[src/rtl/hbi_pkg.sv]
package hbi_pkg;

    typedef enum logic [2:0] {
        ST_IDLE  = 3'd0,
        ST_WRITE = 3'd1,
        ST_WPOST = 3'd2,
        ST_READ  = 3'd3,
        ST_RPOST = 3'd4
    } hbi_state_t;

    typedef struct packed {
        logic sel;       // chip selected
        logic wr_on;     // write phase open
        logic rd_on;     // read phase open
        logic wr_clean;  // write strobe released in the legal way
        logic rd_clean;  // read strobe released in the legal way
    } hbi_phase_t;

endpackage

[src/rtl/hbi_sync.sv]
module hbi_sync #(
    parameter int              W        = 4,
    parameter int              STAGES   = 2,
    parameter logic [W-1:0]    RST_VAL  = '0
) (
    input  logic         clk,
    input  logic         rst_n,
    input  logic [W-1:0] d,
    output logic [W-1:0] q
);

    logic [W-1:0] pipe [STAGES];

    for (genvar g = 0; g < STAGES; g++) begin : g_stage
        if (g == 0) begin : g_first
            always_ff @(posedge clk or negedge rst_n) begin
                if (!rst_n) pipe[g] <= RST_VAL;
                else        pipe[g] <= d;
            end
        end else begin : g_next
            always_ff @(posedge clk or negedge rst_n) begin
                if (!rst_n) pipe[g] <= RST_VAL;
                else        pipe[g] <= pipe[g-1];
            end
        end
    end

    assign q = pipe[STAGES-1];

endmodule

[src/rtl/hbi_decode.sv]
module hbi_decode
    import hbi_pkg::*;
(
    input  logic       proto_m68,
    input  logic       cs_n,
    input  logic       pin_a,
    input  logic       pin_b,
    output hbi_phase_t ph
);

    always_comb begin
        ph.sel = ~cs_n;
        if (proto_m68) begin
            // enable high active, direction 1 = read
            ph.wr_on    = pin_a & ~pin_b;
            ph.rd_on    = pin_a &  pin_b;
            ph.wr_clean = ~pin_a & ~pin_b;
            ph.rd_clean = ~pin_a;
        end else begin
            // separate low-active strobes, write wins when both low
            ph.wr_on    = ~pin_b;
            ph.rd_on    = ~pin_a & pin_b;
            ph.wr_clean = pin_b;
            ph.rd_clean = pin_a;
        end
    end

endmodule

[src/rtl/hbi_oe_ctl.sv]
module hbi_oe_ctl #(
    parameter int LANE_W = 8
) (
    input  logic              clk,
    input  logic              rst_n,
    input  logic              proto_m68,
    input  logic              wide_mode,
    input  logic              cs_n,
    input  logic              pin_a,
    input  logic              pin_b,
    input  logic [2*LANE_W-1:0] rd_data,
    output logic [2*LANE_W-1:0] bus_out,
    output logic              oe_lo,
    output logic              oe_hi
);

    logic read_req;

    always_comb begin
        if (proto_m68) read_req = pin_a & pin_b;
        else           read_req = ~pin_a & pin_b;
        oe_lo   = ~cs_n & read_req;
        oe_hi   = oe_lo & wide_mode;
        bus_out = rd_data;
    end

    AST_OE_NEEDS_CS: assert property (@(posedge clk) disable iff (!rst_n)
        oe_lo |-> !cs_n);
    AST_HI_NEEDS_WIDE: assert property (@(posedge clk) disable iff (!rst_n)
        oe_hi |-> (wide_mode && oe_lo));
    AST_PROTO_STATIC: assert property (@(posedge clk) disable iff (!rst_n)
        $stable(proto_m68));

endmodule

[src/rtl/hbi_xfer_fsm.sv]
module hbi_xfer_fsm
    import hbi_pkg::*;
#(
    parameter int LANE_W = 8
) (
    input  logic                clk,
    input  logic                rst_n,
    input  hbi_phase_t          ph,
    input  logic                rs_s,
    input  logic [2*LANE_W-1:0] data_s,
    input  logic                wide_mode,
    output logic                wr_valid,
    output logic                wr_cmd,
    output logic [2*LANE_W-1:0] wr_data,
    output logic                rd_done,
    output logic                rd_cmd
);

    localparam int BUS_W = 2 * LANE_W;

    hbi_state_t state, state_nx;
    logic [BUS_W-1:0] data_q;
    logic             wtag_q;
    logic             rtag_q;

    // state register
    always_ff @(posedge clk or negedge rst_n) begin
        if (!rst_n) state <= ST_IDLE;
        else        state <= state_nx;
    end

    // next state
    always_comb begin
        state_nx = ST_IDLE;
        unique case (state)
            ST_IDLE, ST_WPOST, ST_RPOST: begin
                if (ph.sel && ph.wr_on)      state_nx = ST_WRITE;   // write-open
                else if (ph.sel && ph.rd_on) state_nx = ST_READ;    // read-open
                else                         state_nx = ST_IDLE;
            end
            ST_WRITE: begin
                if (!ph.sel)          state_nx = ST_IDLE;           // write-abort
                else if (ph.wr_on)    state_nx = ST_WRITE;          // write-hold
                else if (ph.wr_clean) state_nx = ST_WPOST;          // write-release
                else                  state_nx = ST_IDLE;           // write-abort
            end
            ST_READ: begin
                if (ph.sel && ph.rd_on)         state_nx = ST_READ;  // read-hold
                else if (ph.sel && ph.rd_clean) state_nx = ST_RPOST; // read-release
                else                            state_nx = ST_IDLE;  // read-abort
            end
            default: state_nx = ST_IDLE;
        endcase
    end

    // capture registers: last sample of an open phase
    always_ff @(posedge clk or negedge rst_n) begin
        if (!rst_n) begin
            data_q <= '0;
            wtag_q <= 1'b0;
            rtag_q <= 1'b0;
        end else begin
            if (state_nx == ST_WRITE) begin
                wtag_q <= rs_s;
                if (wide_mode) data_q <= data_s;
                else           data_q <= {{LANE_W{1'b0}}, data_s[LANE_W-1:0]};
            end
            if (state_nx == ST_READ) rtag_q <= rs_s;
        end
    end

    // outputs
    always_comb begin
        wr_valid = (state == ST_WPOST);
        rd_done  = (state == ST_RPOST);
        wr_cmd   = wtag_q;
        wr_data  = data_q;
        rd_cmd   = rtag_q;
    end

    AST_WR_ONE_CYCLE: assert property (@(posedge clk) disable iff (!rst_n)
        wr_valid |=> !wr_valid);
    AST_WR_AFTER_SEL: assert property (@(posedge clk) disable iff (!rst_n)
        wr_valid |-> $past(ph.sel));
    AST_NO_DUAL_PULSE: assert property (@(posedge clk) disable iff (!rst_n)
        !(wr_valid && rd_done));
    AST_NARROW_TOP_ZERO: assert property (@(posedge clk) disable iff (!rst_n)
        (wr_valid && !wide_mode) |-> (wr_data[BUS_W-1:LANE_W] == '0));
    AST_RD_AFTER_SEL: assert property (@(posedge clk) disable iff (!rst_n)
        rd_done |-> $past(ph.sel));

endmodule

[src/rtl/host_bus_if.sv]
module host_bus_if
    import hbi_pkg::*;
#(
    parameter int LANE_W      = 8,
    parameter int SYNC_STAGES = 2
) (
    input  logic                clk,
    input  logic                rst_n,
    input  logic                proto_m68,
    input  logic                wide_mode,
    input  logic                cs_n,
    input  logic                rs,
    input  logic                strb_a,
    input  logic                strb_b,
    input  logic [2*LANE_W-1:0] bus_in,
    output logic [2*LANE_W-1:0] bus_out,
    output logic                bus_oe_lo,
    output logic                bus_oe_hi,
    output logic                wr_valid,
    output logic                wr_cmd,
    output logic [2*LANE_W-1:0] wr_data,
    input  logic [2*LANE_W-1:0] rd_data,
    output logic                rd_done,
    output logic                rd_cmd
);

    localparam int BUS_W  = 2 * LANE_W;
    localparam int SYNC_W = BUS_W + 4;
    localparam logic [SYNC_W-1:0] SYNC_RST = {1'b1, {(SYNC_W-1){1'b0}}};

    logic [SYNC_W-1:0] pins_raw, pins_s;
    logic              cs_n_s, rs_s, a_s, b_s;
    logic [BUS_W-1:0]  data_s;
    hbi_phase_t        ph_s;

    assign pins_raw = {cs_n, rs, strb_a, strb_b, bus_in};
    assign {cs_n_s, rs_s, a_s, b_s, data_s} = pins_s;

    hbi_sync #(.W(SYNC_W), .STAGES(SYNC_STAGES), .RST_VAL(SYNC_RST)) u_sync (
        .clk   (clk),
        .rst_n (rst_n),
        .d     (pins_raw),
        .q     (pins_s)
    );

    hbi_decode u_dec (
        .proto_m68 (proto_m68),
        .cs_n      (cs_n_s),
        .pin_a     (a_s),
        .pin_b     (b_s),
        .ph        (ph_s)
    );

    hbi_xfer_fsm #(.LANE_W(LANE_W)) u_fsm (
        .clk       (clk),
        .rst_n     (rst_n),
        .ph        (ph_s),
        .rs_s      (rs_s),
        .data_s    (data_s),
        .wide_mode (wide_mode),
        .wr_valid  (wr_valid),
        .wr_cmd    (wr_cmd),
        .wr_data   (wr_data),
        .rd_done   (rd_done),
        .rd_cmd    (rd_cmd)
    );

    hbi_oe_ctl #(.LANE_W(LANE_W)) u_oe (
        .clk       (clk),
        .rst_n     (rst_n),
        .proto_m68 (proto_m68),
        .wide_mode (wide_mode),
        .cs_n      (cs_n),
        .pin_a     (strb_a),
        .pin_b     (strb_b),
        .rd_data   (rd_data),
        .bus_out   (bus_out),
        .oe_lo     (bus_oe_lo),
        .oe_hi     (bus_oe_hi)
    );

    AST_NO_WR_WHILE_OE: assert property (@(posedge clk) disable iff (!rst_n)
        (wr_valid && !proto_m68) |-> $past(b_s));

endmodule

[config.mk]
export PLATFORM = sky130hd
export DESIGN_NAME = host_bus_if
export DESIGN_NICKNAME = d
export VERILOG_FILES = /design/src/rtl/hbi_pkg.sv /design/src/rtl/hbi_sync.sv /design/src/rtl/hbi_decode.sv /design/src/rtl/hbi_oe_ctl.sv /design/src/rtl/hbi_xfer_fsm.sv /design/src/rtl/host_bus_if.sv
export SDC_FILE = /design/constraint.sdc
export NUM_CORES = 1
export LEC_CHECK = 0
export BUFFER_PORTS_ARGS = -buffer_cell sky130_fd_sc_hd__buf_4
export CAP_MARGIN = 25
export CORE_ASPECT_RATIO = 1.1
export CORE_MARGIN = 8
export CORE_UTILIZATION = 43
export CTS_CLUSTER_SIZE = 14
export DETAILED_ROUTE_END_ITERATION = 10
export HOLD_SLACK_MARGIN = 0.15
export PLACE_DENSITY_LB_ADDON = 0.05
export SYNTH_ARGS = -nofsm -noshare
export SYNTH_HDL_FRONTEND = slang
export SYNTH_SLANG_ARGS = --single-unit
[constraint.sdc]
create_clock -name clk -period 1.6 [get_ports clk]
set_clock_uncertainty 0.15 [all_clocks]
set_input_delay 0.08 -clock clk [delete_from_list [all_inputs] [get_ports clk]]
set_output_delay 0.08 -clock clk [all_outputs]
set_load 0.02 [all_outputs]
### After elaboration in Yosys (flattened, before gate mapping)

Index checks and enable logic that the tools add are counted.

| cells by class | value |
|---|---|
| muxes and demuxes | 11 |
| reduce and logical (&&, ||, !) cells | 5 |
| shifts and indexed selects | 0 |
| bitwise gates (word level) | 13 |
| multipliers | 0 |
| add/subtract/negate cells | 0 |
| divide/modulo/power cells | 0 |
| order comparisons | 0 |
| equality and inequality tests | 6 |

Operator list:

| operator | number |
|---|---|
| 2-to-1 mux 16 bit | 1 |
| 2-to-1 mux 3 bit | 5 |
| == test 3 x 2 -> 1 bit, second input constant | 3 |
| one-hot mux 3 bit (3 select lines) | 1 |
| bitwise AND 1 bit | 8 |
| == test 3 x 1 -> 1 bit, second input constant | 2 |
| NOT 1 bit | 5 |
| 2-to-1 mux 2 bit | 2 |
| 2-to-1 mux 4 bit | 1 |
| == test 3 bit, second input constant | 1 |
| logical AND 1 bit | 3 |
| zero test 3 bit | 1 |
| OR reduction 3 bit | 1 |
| 2-to-1 mux 1 bit | 1 |

| word-level totals | value |
|---|---|
| word-level logic and storage cells | 41 |
| output and inout bits | 38 |
| latch bits | 0 |
| register bits | 61 |
| memories | 0 |
| memory bits (writable) | 0 |
| input port bits | 40 |
| ROM bits | 0 |

### Logic depth before layout (Yosys ltp)

| logic depth | value |
|---|---|
| word-level depth | 8 |
| mapped depth | 4 |

### By module

Synthesis repeated with hierarchy kept, for this count alone.

| unflattened totals | value |
|---|---|
| cells, all modules | 163 |
| area, all modules | 2284.7 um^2 |

By module, submodules not included:

| module | area each (um^2) | cells each | sequential area each (um^2) | times used |
|---|---|---|---|---|
| hbi_sync | 1153.6 | 60 | 1003.5 | 1 |
| hbi_xfer_fsm | 939.7 | 77 | 525.5 | 1 |
| hbi_oe_ctl | 148.9 | 19 | 0.0 | 1 |
| hbi_decode | 42.5 | 7 | 0.0 | 1 |

### Least setup slack after synthesis

No wires, ideal clock.

| path | value |
|---|---|
| kind | register -> register |
| from | register u_fsm.state[0] |
| to | register u_fsm.data_q[7] (netlist: u_fsm.wr_data[7]) |
| data required time | 1.325 ns |
| arrival | 1.338 ns |
| cell stages (with the launch flop) | 5 |
| setup time | 0.125 ns |
| path slack | -0.013 ns |
| clock period less this slack | 1.613 ns |
| path through | dfrtp_1 -> a211oi_2 -> nand3_2 -> buf_6 -> mux2_4 |

| on the way | value |
|---|---|
| word-level cells in the longest chain between the ends | 4 |
| elaborated cells between the ends (all ways) | 8 |
| classes of those cells | eq/ne (5); mux (1); reduce/logical (2) |

Ends and longest elaborated chain:

| item | RTL line | source |
|---|---|---|
| from (decl) | hbi_xfer_fsm.sv:21 | `hbi_state_t state, state_nx;` |
| from (signal assigned) | hbi_xfer_fsm.sv:29 | `else state <= state_nx;` |
| == test 3 x 2 -> 1 bit, or another cell as far along | hbi_xfer_fsm.sv:35 | `unique case (state)` |
| OR reduction 3 bit | hbi_xfer_fsm.sv:35 |  |
| one-hot mux 3 bit (3 select lines) (*) | hbi_xfer_fsm.sv:35 |  |
| == test 3 x 1 -> 1 bit (*) | hbi_xfer_fsm.sv:63 | `if (state_nx == ST_WRITE) begin` |
| to (signal assigned) | hbi_xfer_fsm.sv:65 | `if (wide_mode) data_q <= data_s;` |
| to (signal assigned) | hbi_xfer_fsm.sv:66 | `else data_q <= {{LANE_W{1'b0}}, data_s[LANE_W-1:0]};` |
| to (decl) | hbi_xfer_fsm.sv:22 | `logic [BUS_W-1:0] data_q;` |

Mark *: on every way between the ends. The rest lies on a longest branch, timed or not.
A chain may end at the register's enable or synchronous reset.

### Worst setup path in the final report

Ends and elaborated chain as after synthesis.

==> results.json <==
{
  "status": "completed",
  "drive_gt1_share_pct": 37.3,
  "grt_pass1_wl_um": 6910,
  "nets": 255,
  "cellPowerDensity_nw_per_um2": 1280,
  "cp.depth": 4,
  "io_buffers": 45,
  "cts_root_buf": "clkbuf_8",
  "critical_path.max_stage_delay_ps": 450,
  "final_area_um2": 3020,
  "grt_max_degree": 34,
  "critPathBufInv": 1,
  "layout_commonest_cell": "dfrtp_1",
  "crit_slowest_cell": "dfrtp_2",
  "dp.final_hpwl_um": 2820,
  "area_growth_pct": 46.3,
  "min_path_type": "flop to flop",
  "reg2regPathDepth": 4,
  "r2r_slack_ps": 70,
  "rows": 26,
  "detail_route.vias_per_cell": 4.47,
  "cap_violations": 0,
  "worstSetupEndpoint": "u_fsm.wr_data[7]$_DFFE_PN0N_",
  "r2r_end": "u_fsm.wr_data[7]$_DFFE_PN0N_",
  "gp_congestion": 0.655,
  "syn_area_per_cell_um2": 15.8,
  "final-setup-viol-count": 0,
  "most-common-layout-cells": "58 x dfrtp_1, 50 x buf_4, 40 x dlygate4sd3_1",
  "fillerInstances": 357,
  "antenna_found_initial": 0,
  "die_y_um": 88.7,
  "worstMarginPinSlew_ps": 432,
  "hold-worst-slack_ps": 197,
  "core_region_area_um2": 4650,
  "io_pins": 78,
  "drtIter0Drc": 30,
  "drc": 0,
  "globalRouteOverflowTotal": 0,
  "cellLeakagePower_nw": 1.47,
  "grt_pass1_vias": 1392,
  "clock_latency_ps": 320,
  "start_util_pct": 44.4,
  "first_pass_iters": 4,
  "rsz0062_at_grt": "no",
  "clk_pin_slew_worst_paths_ps": 70,
  "arrival_ps": 1590,
  "regArea_um2": 1530,
  "track_usage_pct": 13.1,
  "drv_slew": 0,
  "finalCritPeriodShare_pct": 95.5,
  "wire_per_inst_um": 16.4,
  "synth_warnings": 0,
  "die_w_um": 82.1,
  "path_class": "flop to flop",
  "syn-instance-count": 131,
  "endpoint_kind": "flop",
  "crit_start": "u_fsm.state[0]$_DFF_PN0_",
  "cts_tree": "done",
  "wirelength_um": 4520,
  "synth.net_count": 171,
  "multi_input_area_um2": 372,
  "ys_types": 23,
  "critPathRequiredTime_ps": 1660,
  "postPlaceCellArea_um2": 2390,
  "finalHoldViolCount": 0,
  "fin_crit_ps": 1530,
  "cts_htree_levels": 3,
  "cts_buffer_depth": 2,
  "syn-cell-area_um2": 2070,
  "path_cells": "a211oi_2 > nand3_2 > buf_4 > mux2_4",
  "startpoint_type": "flop",
  "yosys_register_bits": 61,
  "critPathMaxFanout": 8,
  "die_area_um2": 7280,
  "reg2reg_from": "u_fsm.state[0]$_DFF_PN0_",
  "max_freq_ghz": 0.655,
  "n_antenna_cell": 0,
  "ir_worst_vdd_v": 0.000675,
  "via_count": 1234,
  "ant_nets": 0,
  "synth_seq_area_share_pct": 74.0,
  "maxSlewHeadroom_pct": 71.2,
  "path_delay_family": "flip-flops",
  "cts_buffers": 9,
  "cts.sinks": 61
}
[synth_stat cells]
cell type | n | area [um^2]
dfrtp_1 | 59 | 1480
buf_4 | 16 | 120
mux2i_1 | 10 | 100
mux2_2 | 9 | 101
nand2_1 | 9 | 33.8
inv_1 | 8 | 30.0
nor3b_1 | 3 | 22.5
dfstp_2 | 2 | 52.6
a211oi_2 | 1 | 12.5
a21bo_2 | 1 | 10.0
and2_1 | 1 | 6.26
and4b_1 | 1 | 10.0
buf_1 | 1 | 3.75
buf_6 | 1 | 11.3
mux2_4 | 1 | 15.0
nand2b_1 | 1 | 6.26
nand3_2 | 1 | 10.0
nand4b_1 | 1 | 8.76
nor2_1 | 1 | 3.75
nor4b_1 | 1 | 8.76
o21ai_0 | 1 | 5.00
xnor2_1 | 1 | 8.76
xor2_1 | 1 | 8.76
[how the worst min path moves through the flow]
stage,start,end,slack (ps),cells after the start
after floorplan,rst_n,u_fsm.rd_cmd$_DFFE_PN0N_,-370,0
after detailed placement,rst_n,u_sync.q[18]$_DFF_PN0_,-100,1
after global placement,rst_n,u_sync.q[18]$_DFF_PN0_,-110,1
final,u_sync.pipe[31]$_DFF_PN0_,u_sync.q[11]$_DFF_PN0_,200,0
after global routing,u_sync.pipe[38]$_DFF_PN0_,u_sync.q[18]$_DFF_PN0_,200,0
after CTS,u_sync.pipe[31]$_DFF_PN0_,u_sync.q[11]$_DFF_PN0_,200,0
[state kept, by name, indices dropped and copies added, names as in the netlist]
name and cells:
u_fsm.rd_cmd 1, u_fsm.wr_data 16, u_sync.q 20, u_fsm.state 3
u_sync.pipe 20, u_fsm.wr_cmd 1
[cells by family after synthesis]
family / Yosys count / synth area share (%)
buf+inv: 26 / 8.00
flops: 61 / 74.0
mux: 20 / 10.5
simple gates: 19 / 5.33
compound gates: 3 / 1.33
xor+xnor: 2 / 0.848
[where the power goes]
part           leakage, nW  internal [mW]  switching, mW
combinational        0.632          0.305          0.300
clock                0.116          0.958          0.551
sequential           0.723           1.69         0.0694
total                 1.47           2.95          0.921
[metrics by stage]
step / setup slack (ps) / TNS, ps / utilization [%] / instances / power (mW)
6_report: 72.4 / 0 / 65.0 / 276 / 3.87
4_1_cts: 20.2 / 0 / 64.8 / 275 / 3.92
3_3_place_gp: 88.5 / 0 / 51.3 / 219 / 2.27
2_1_floorplan: -0.972 / -0.972 / - / 131 / 2.07
5_1_grt: 1.81 / 0 / 65.0 / 276 / 4.04
3_5_place_dp: 34.0 / 0 / 51.3 / 219 / 2.29
[per-layer routing]
layer / GRT usage, % / part of all wire (%)
met5: 0 / 0
met4: 7.67 / 1.6
met3: 4.37 / 5.0
met2: 23.4 / 56
met1: 12.7 / 38
[what timing repair did]
action / 4_1_cts / 5_1_grt
hold buffers: 40 / 0
endpoints found under the setup margin: 0 / 10
hold endpoints to repair: 108 / 0
setup buffers: 0 / 1
resized for setup: 0 / 2
[area by class of cell]
class | count | share of cell area (%)
Timing Repair Buffer | 91 | 26.3
Tap cell | 56 | 2.32
Clock inverter | 4 | 2.32
Inverter | 8 | 0.993
Multi-Input combinational cell | 44 | 12.3
Clock buffer | 12 | 5.13
Sequential cell | 61 | 50.6
(Power assumes the default switching activity.)
